File: src/rtl/fpx_regstack.sv
module fpx_regstack #(
  parameter int DEPTH = 8,
  parameter int EW    = 80,
  parameter int MW    = 64
) (
  input  logic                     clk,
  input  logic                     rst,
  input  logic                     mode,
  input  logic [1:0]               op,
  input  logic [$clog2(DEPTH)-1:0] idx,
  input  logic                     rd_en,
  input  logic [EW-1:0]            wdata,
  output logic [EW-1:0]            st_rdata,
  output logic [MW-1:0]            mm_rdata,
  output logic                     ovf,
  output logic                     unf
);
  localparam int IW = $clog2(DEPTH);
  localparam int UW = EW - MW;

  logic [EW-1:0]    mem [DEPTH];
  logic [DEPTH-1:0] valid;
  logic [IW-1:0]    top;
  logic [IW-1:0]    top_dn, phys;

  assign top_dn = top - 1'b1;
  assign phys   = top + idx;

  wire do_push = !mode && op == 2'b01;
  wire do_pop  = !mode && op == 2'b10;
  wire do_stwr = !mode && op == 2'b11;
  wire do_mmwr =  mode && op == 2'b11;

  assign st_rdata = mem[phys];
  assign mm_rdata = mem[idx][MW-1:0];
  assign ovf      = do_push && valid[top_dn];
  assign unf      = (do_pop && !valid[top]) || (!mode && rd_en && !valid[phys]);

  wire err = ovf || unf;

  always_ff @(posedge clk) begin
    if (rst) begin
      top   <= '0;
      valid <= '0;
      for (int k = 0; k < DEPTH; k++) mem[k] <= '0;
    end else if (do_mmwr) begin
      mem[idx] <= {{UW{1'b1}}, wdata[MW-1:0]};
      top      <= '0;
      valid    <= '1;
    end else if (!err) begin
      if (do_push) begin
        mem[top_dn]   <= wdata;
        valid[top_dn] <= 1'b1;
        top           <= top_dn;
      end else if (do_pop) begin
        valid[top] <= 1'b0;
        top        <= top + 1'b1;
      end else if (do_stwr) begin
        mem[phys]   <= wdata;
        valid[phys] <= 1'b1;
      end
    end
  end
endmodule

File: config.mk
export PLATFORM = sky130hd
export DESIGN_NAME = fpx_regstack
export DESIGN_NICKNAME = d
export VERILOG_FILES = /design/src/rtl/fpx_regstack.sv
export SDC_FILE = /design/constraint.sdc
export NUM_CORES = 1
export LEC_CHECK = 0
export ABC_AREA = 0
export ABC_CLOCK_PERIOD_IN_PS = 20800
export BUFFER_PORTS_ARGS = -buffer_cell sky130_fd_sc_hd__buf_2
export CORE_ASPECT_RATIO = 0.8
export CORE_MARGIN = 3
export CORE_UTILIZATION = 55
export CTS_CLUSTER_SIZE = 28
export DETAILED_ROUTE_END_ITERATION = 12
export PLACE_DENSITY = 0.76
export REMOVE_ABC_BUFFERS = 1
export SLEW_MARGIN = 20
export SYNTH_ARGS = -nofsm -noshare
export SYNTH_HDL_FRONTEND = slang
export SYNTH_SLANG_ARGS = --single-unit
export TNS_END_PERCENT = 1
File: constraint.sdc
create_clock -name clk -period 20.8 [get_ports clk]
set_input_delay 2.08 -clock clk [delete_from_list [all_inputs] [get_ports clk]]
set_output_delay 2.08 -clock clk [all_outputs]
set_load 0.005 [all_outputs]
# Word-level counts from Yosys, hierarchy flattened
# Memories as Yosys holds them, arrays and structs flattened.
# Cells that the tools add are included.
# word_totals
regBits	11
mem_bits_rw	640
in_bits	89
out_inout_bits	146
wordCells	90
memories	1
# classes
addsub	3
magnitude_cmp	6
eq_ne	4
muxes	45
bitwise	5
n_reduce_logical	24
# mem_list
name	words	width	rd	rd_clocked_by_memory_dff	write_ports	line_no	text
mem	8	80	2	0	8	21	logic [EW-1:0] mem [DEPTH];
# ops
cell	count
$mux W80	3
$reduce_or A80 Y1	3
$mux W8	5
$mux W1	26
$or A8 B8 Y8	2
$mux W3	5
$lt A3 B4 Y1 const B	3
$logic_and A1 B1 Y1	11
$bmux W1 S3	3
$demux W1 S3	3
$ge A3 B1 Y1 const B	3
$and A8 B8 Y8	1
$not A8 Y8	1
$eq A2 B2 Y1 const B	2
$reduce_and A2 Y1	2
$reduce_bool A4 Y1	1
$add A3 B1 Y3 const B	1
$add A3 B3 Y3	1
$logic_not A1 Y1	3
$sub A3 B1 Y3 const B	1
$eq A2 B1 Y1 const B	1
$logic_or A1 B1 Y1	2
$ne A2 B2 Y1 const B	1
$reduce_bool A2 Y1	1
2 further kinds	2

# Longest topological paths before layout
# Gate-level depths: netlist (run 1).
# logic_depth
word_depth	14
mapped_depth	14
depth_no_buf	9

# Least setup slack after synthesis (run 1)
# OpenSTA, ideal clock, no wires.
# synth_timing
path_type	input to register
startpoint	input port idx[0]
endpoint	memory mem[0][0], enable pin
setup_time_ns	0.637
arrival_time_ns	10.719
required_ns	20.163
setup_slack_ns	9.444
stages	13
n_path_buf	4
path_cell_list	ha_1 inv_1 fa_1 buf_1 mux4_2 mux2_2 o21ai_4 a211oi_4 o22a_1 buf_2 buf_6 buf_2 o31ai_1
# synth_rtl
element	line_no	text
start: declaration	10	input logic [$clog2(DEPTH)-1:0] idx,
end: declaration	21	

==> results of run 1 <==
==> per-layer routing <==
metal,routed length [um],vias to the layer above,track usage (%)
li1,-,10616,-
met1,39400,13158,44.8
met2,51400,2302,51.1
met3,15700,415,8.85
met4,4630,10,14.0
met5,62,-,0
==> cells in the final DEF (no fill, tap or decap), types with 15 or more instances in the layout <==
| cell type | netlist | routed |
|---|---|---|
| nor3_1 | 325 | 322 |
| nor4b_1 | 192 | 192 |
| nand4_1 | 77 | 77 |
| a211oi_1 | 49 | 49 |
| clkbuf_16 | 0 | 71 |
| a211oi_2 | 37 | 37 |
| mux4_2 | 130 | 130 |
| o221ai_1 | 64 | 64 |
| buf_2 | 117 | 231 |
| o32a_1 | 17 | 16 |
| a22oi_1 | 314 | 314 |
| edfxtp_1 | 640 | 640 |
| nand3_1 | 20 | 20 |
| clkinv_1 | 2 | 15 |
| buf_4 | 11 | 55 |
| mux2_2 | 65 | 65 |
| nor4b_2 | 64 | 64 |
| clkbuf_1 | 169 | 18 |
==> registers in the layout (all words and copies together) (netlist names) <==
signal / flops
mem: 640
valid: 8
top: 3
==> cell type report <==
class / count / share of cell area [%]
Sequential cell: 651 / 51.0
Multi-Input combinational cell: 1484 / 36.2
Clock buffer: 89 / 4.84
Timing Repair Buffer: 296 / 4.61
Tap cell: 830 / 2.73
Clock inverter: 28 / 0.470
Inverter: 9 / 0.0887
Antenna cell: 8 / 0.0526
==> critical path: stages <==
cell and delay, ps:
clkbuf_8 490, inv_1 230, fa_1 500, xnor3_1 550
mux2_2 360, o21ai_4 50, buf_4 370, a211oi_4 290
buf_4 520, buf_4 1000, o22a_4 770, buf_4 720
buf_4 930, buf_4 930, nor4b_1 160
==> metrics by stage <==
step	TNS [ps]	area, um2
after floorplan	-1788490	33000
after global placement	0	36000
after detailed placement	0	36000
after CTS	0	38000
after global routing	0	38100
final	0	38100
==> worst min path at each step <==
stage	from	cells after the start	slack (ps)	endpoint
after CTS	valid[0]$_SDFFE_PP0P_	2	580	valid[0]$_SDFFE_PP0P_
after floorplan	valid[5]$_SDFFE_PP0P_	2	510	valid[5]$_SDFFE_PP0P_
after detailed placement	valid[0]$_SDFFE_PP0P_	2	580	valid[0]$_SDFFE_PP0P_
final	valid[0]$_SDFFE_PP0P_	2	590	valid[0]$_SDFFE_PP0P_
after global placement	valid[7]$_SDFFE_PP0P_	2	560	valid[7]$_SDFFE_PP0P_
after global routing	valid[6]$_SDFFE_PP0P_	2	620	valid[6]$_SDFFE_PP0P_
==> cells in the mapped netlist (5+ instances only) <==
library cell / count / area (um2)
buf_4: 11 / 82.6
dfxtp_1: 11 / 220
nor3_1: 325 / 1630
o221ai_1: 64 / 561
buf_1: 32 / 120
nor4b_2: 64 / 961
o31ai_1: 14 / 105
nand3_4: 10 / 175
a221oi_1: 5 / 43.8
o32a_1: 17 / 170
nor4b_1: 192 / 1680
mux4_2: 130 / 2930
a21oi_1: 12 / 60.1
a211oi_2: 37 / 463
a22oi_1: 314 / 2360
mux2_2: 65 / 732
nor2b_1: 6 / 37.5
a2111oi_0: 6 / 52.6
a211oi_1: 49 / 368
buf_2: 117 / 586
nand3_1: 20 / 100
nand2_1: 8 / 30.0
o21ai_0: 5 / 25.0
clkbuf_1: 169 / 634
nand4_1: 77 / 482
nor2_1: 13 / 48.8
inv_1: 7 / 26.3
edfxtp_1: 640 / 19200
==> logic make-up after synthesis <==
kind of cell | count (synthesis) | share of synthesized area [%]
xor+xnor | 7 | 0.261
fa+ha+maj | 5 | 0.196
buf+inv | 340 | 4.30
mux | 198 | 10.7
compound gates | 548 | 13.0
simple gates | 726 | 15.1
flops | 651 | 56.4
==> power breakdown <==
part | leakage (nW) | switching (mW) | total, mW | internal, mW
clock network | 0.993 | 0.506 | 1.14 | 0.637
registers | 6.73 | 0.0351 | 1.54 | 1.51
logic | 4.08 | 0.429 | 0.618 | 0.189
==> impl_results.md, run 1 <==
- Io pins: 235
- Setup crit start kind: input port
- Clk_lat worst skew: roughly 620 ps
- Lkg Pwr: ~12 nW
- #FFs+latches synth: roughly 650
- Pwr Total: 3.30 mW
- Worst endpoint data arrival time: a little over 10,000 ps
- Final ANT Viol Nets: 0
- Die Wd: between 200 and 300 um
- Fillcell total: 4,518
- P&R area growth vs syn: 10.5%
- Setup CP Type: input port to register
- Placed insts: roughly 3,300
- Worst reg2reg path depth: 13
- R2r endpoint: mem[0][60]$_SDFFCE_PN0P_
- R2r startpoint: top[0]$_SDFFE_PP0P_
- Post-CTS setup buffer count: 0
- Layout cells sized above 1: 28.1%
- Relative slew slack: 6.52%
- DRC errors left: 0
- Max-slew violations: 0
- Run status: finished, final reports clean
- I/O Buffers: ~230
- Synth unique cells: slightly above 60
- TritonCTS buffer count: slightly below 70
- Worst setup endpoint: mem[0][60]$_SDFFCE_PN0P_
- Pre-CTS WS: roughly 10,000 ps
- Seq/Total Area, Yosys: 56.4%
- Routed WL per cell: roughly 33 um
- Tcrit/Tclk final: 48.3%
- Via density: a little under 8
- Final Non-Filler Cells: approximately 3,400
- Endpoints failing setup: 0
- Tmin final: about 10,000 ps
- Die height: roughly 230 um
- Post-Synthesis Cells: around 2,500
- EDFF count, synth: 640
- Area of the multi-input gates: 0.0138 mm2
- Antenna violations before repair: 10
- WP data required: 21,110 ps
- CTS tree: built
- Post-DP HPWL: approximately 57,000 um
- Tot GR Track Use: roughly a third
- R2r setup slk: approximately 12,000 ps
- Syn Area/Cell: between 10 and 15 um2
- Placer Congestion: between 0.8 and 0.9
- VDD IR max: approximately 0.070 mV
- CTS root buf: clkbuf_16
- Final core utilization: about 62%
- Top_reg_cell synth: edfxtp_1
- Crit path max fanout: between 80 and 90
- Post-CTS Resized: 0
- Clk slew on worst S/H paths: 60 ps
- Fmax: 99.5 MHz
- Via count: 26,501
- Syn Std Cell Area: between 0.03 and 0.04 mm2
- Post-route clock skew: between 20 and 25 ps
- RSZ-0062 raised after global routing: false
- Asr flop ratio synth: 0%
- Worst hold slack: 587 ps
- Pwr per Cell Area: ~87 mW/mm2
- CTS H-tree lvls: 3
- 1st-pass router iterations: 6
- Vias in the first global route: between 20,000 and 30,000
- Synthesis Warnings: 0
- Hold Path Class: register to register
- GRT overflow: 0
- Final hold vios: 0
- CP startpoint: idx[1]
- DRT iter0 DRCs: between 4,000 and 5,000
- Clk buf depth: 3
- Layout Nets: approximately 2,600
- Max Cap Violations: 0
- Fin worst setup slack: between 10,000 and 15,000 ps
- Worst-margin pin slew: 1400 ps
- First-pass GRT wire length: approximately 170,000 um
- Rows: 81
- Initial Utilization: approximately 56%
- Routed wire length: between 100,000 and 150,000 um
- Core footprint: roughly 0.062 mm2
- Cts hold-fix bufs: 0
- Pin count of the biggest net entering global routing: ~230
- Worst setup EP type: register
- CTS sink cnt: 651
- Register area: approximately 0.019 mm2
- Die area: between 0.06 and 0.07 mm2
(Power assumes the default switching activity.)
==> inputs of run 2 (changes only) <==
- ABC_CLOCK_PERIOD_IN_PS: 20800 -> 8750
- PLACE_DENSITY: 0.76 -> 0.78
- clock period: 20.8 -> 8.75 ns (I/O delays scaled with it)
==> run 2 against run 1 <==
Against the previous run:
- cell count is 0.18% lower
- worst setup slack worse by 8800 ps
- critical endpoint is now mem[2][35]$_SDFFCE_PN0P_
- flip-flop and latch count stayed put
- sequential power up 140%
==> impl_results.md, run 2 (same netlist as run 1, synthesis figures left out) <==
- Run status: finished, final reports clean
- Pre-CTS WS: 1590 ps (-8840 ps)
- Slowest library cell on the worst path: buf_4
- Rows: 81 (unchanged)
- Layout Nets: 2,599 (-0.15%)
- GRT overflow: 0 (unchanged)
- Initial Utilization: 56.0% (unchanged)
- R2r setup slk: 1920 ps (-9970 ps)
- Max-slew violations: 0 (unchanged)
- Top routing layer used: met5
- Setup CP Type: register to register
- Max Cap Violations: 0 (unchanged)
- Final hold vios: 0 (unchanged)
- Placer Congestion: 0.881 (-0.33%)
- Hold path cells: 2 (unchanged)
- Post-route clock skew: 27.1 ps (+4.94 ps)
- Tot GR Track Use: 32.9% (-0.23 points)
- Tmin final: approximately 7000 ps
- Core footprint: 0.0615 mm2 (unchanged)
- RSZ-0062 raised after global routing: false
- CTS sink cnt: 651 (unchanged)
- Routed wire length: 110,000 um (-1.0%)
- HP Start: valid[5]$_SDFFE_PP0P_
- Final Non-Filler Cells: 3,389 (-0.18%)
- Post-CTS Resized: 0 (unchanged)
- Crit path buf inv count: 4 (-4)
- TritonCTS buffer count: 66 (-2.9%)
- Int Pwr: 5.63 mW (+140%)
- Crit-path cells: clkinv_1 -> ha_1 -> nor2b_1 -> a2111oi_0 -> nor4_2 -> buf_4 -> a211oi_4 -> buf_4 -> o22ai_1 -> o31ai_4 -> buf_4
- Fillcell total: 4,445 (-1.6%)
- CP delay by family, top: buffers and inverters
- Final ANT Viol Nets: 0 (unchanged)
- Die Wd: 286 um (unchanged)
- R2r startpoint: top[0]$_SDFFE_PP0P_
- Pin count of the biggest net entering global routing: 175 (-25%)
- Io pins: 235 (unchanged)
- Reg power frac: 46.0% (-0.7 points)
- WP data required: 8980 ps (-12,130 ps)
- I/O Buffers: 234 (unchanged)
- Via count: 26,418 (-0.31%)
- Post-CTS setup buffer count: 0 (unchanged)
- P&R area growth vs syn: 10.8%
- Die area: 0.0657 mm2 (unchanged)
- Pwr per Cell Area: 209 mW/mm2 (+140%)
- 1st-pass router iterations: 6 (unchanged)
- Clk buf depth: 3 (unchanged)
- Endpoints failing setup: 0 (unchanged)
- Setup crit start kind: register
- Setup TNS: 0 ps (unchanged)
- Most frequent cells in the layout: 640 x edfxtp_1, 323 x nor3_1, 314 x a22oi_1
- First-pass GRT wire length: 166,000 um (-0.55%)
- Layout cells sized above 1: 28.2% (+0.17 points)
- Cts hold-fix bufs: 0 (unchanged)
- Placed insts: 3,268 (unchanged)
- Worst hold slack: 592 ps (+4.94 ps)
- CTS H-tree lvls: 3 (unchanged)
- Switching power: 2.33 mW (+140%)
- Die height: 230 um (unchanged)
- Relative slew slack: 18.0% (+12 points)
- Post-DP HPWL: 57,300 um (+1.2%)
- CTS tree: built
- Lkg Pwr: 11.8 nW (+0.33%)
- Comb pwr share: 18.5% (-0.2 points)
- Worst-margin pin slew: 1230 ps (-173 ps)
- Most common cell after layout, fill and taps aside: edfxtp_1
- Fmax: 146 MHz
- Worst setup EP type: register
- DRT iter0 DRCs: 4,472 (-1.4%)
- Largest stage delay, worst path: 1020 ps (+20 ps)
- CTS root buf: clkbuf_16
- Routed met1 length: 38,500 um (-2.3%)
- Fin worst setup slack: 1920 ps (-8830 ps)
- Vias in the first global route: 26,537 (-0.73%)
- Hold Path Class: register to register
- Switching Share: 29.3% (-0.11 points)
- Clk slew on worst S/H paths: 60 ps (about the same)
- Hold EP: valid[5]$_SDFFE_PP0P_
- Routed WL per cell: 32.5 um (-0.83%)
- R2r endpoint: mem[2][35]$_SDFFCE_PN0P_
- Clk_lat worst skew: 630 ps (about the same)
- Worst reg2reg path depth: 11 (-2)
- Cell mode on critical path: buf_4
- Clock Power Share: 35.4% (+0.8 points)
- Top flop regs: mem x640, valid x8, top x3
- Critical path depth: 11 (-4)
- Pwr Total: 7.96 mW (+140%)
- Max reg flops: 640 (unchanged)
- Largest register by flop count: mem
- DRC errors left: 0 (unchanged)
- Worst endpoint data arrival time: 7060 ps (-3310 ps)
- VDD IR max: 0.150 mV (+110%)
- WL met2: 50,600 um (-1.6%)
- Via density: 7.80 (-0.14%)
- Met3 routed WL: 16,600 um (+5.6%)
- Antenna violations before repair: 10 (unchanged)
- Tcrit/Tclk final: about 78%
- Crit path max fanout: 70 (-17%)
[run 2: power by group through the flow]
stage | clock network [mW] | logic [mW] | registers [mW]
floorplan | 0 | 0.743 | 3.73
global placement | 0 | 1.40 | 3.71
detailed placement | 0 | 1.43 | 3.73
CTS | 2.83 | 1.44 | 3.66
global route | 2.95 | 1.53 | 3.68
finish | 2.82 | 1.48 | 3.67
[run 2: metrics by stage]
stage | instance area (um2) | utilization (%)
2_1_floorplan | 33000 | -
3_3_place_gp | 36100 | 58.6
3_5_place_dp | 36100 | 58.7
4_1_cts | 38200 | 62.1
5_1_grt | 38200 | 62.1
6_report | 38200 | 62.1
[run 2: how the worst max path moves through the flow]
stage,to,startpoint
finish,mem[2][35]$_SDFFCE_PN0P_,top[0]$_SDFFE_PP0P_
global route,mem[2][78]$_SDFFCE_PN0P_,top[0]$_SDFFE_PP0P_
CTS,mem[7][33]$_SDFFCE_PN0P_,top[0]$_SDFFE_PP0P_
detailed placement,mem[5][8]$_SDFFCE_PN0P_,idx[1]
global placement,mem[0][43]$_SDFFCE_PN0P_,idx[0]
floorplan,mem[1][0]$_SDFFCE_PN0P_,idx[0]
[run 2: final cells by class]
class,instances,area (um2),area share [%]
diodes,3,7.51,0.0197
clock buffers,82,1730,4.54
clock inverters,36,369,0.966
inverters,9,33.8,0.0885
multi-input cells,1484,13800,36.1
flip-flops and latches,651,19400,50.9
well taps,830,1040,2.72
repair buffers,294,1800,4.71
[run 2: worst reg2reg max path: cells and delay by family (launching register included)]
| kind | cells | cell delay, ps |
|---|---|---|
| DFF | 1 | 740 |
| and+or+nand+nor | 2 | 230 |
| adders and majority gates | 1 | 860 |
| AOI/OAI and AO/OA | 4 | 1920 |
| buffers and inverters | 4 | 2640 |
[run 2: per-layer routing]
layer | global-route usage [%] | vias up
li1 | - | 10631
met1 | 44.3 | 13056
met2 | 49.9 | 2350
met3 | 10.1 | 367
met4 | 13.8 | 14
met5 | 0 | -
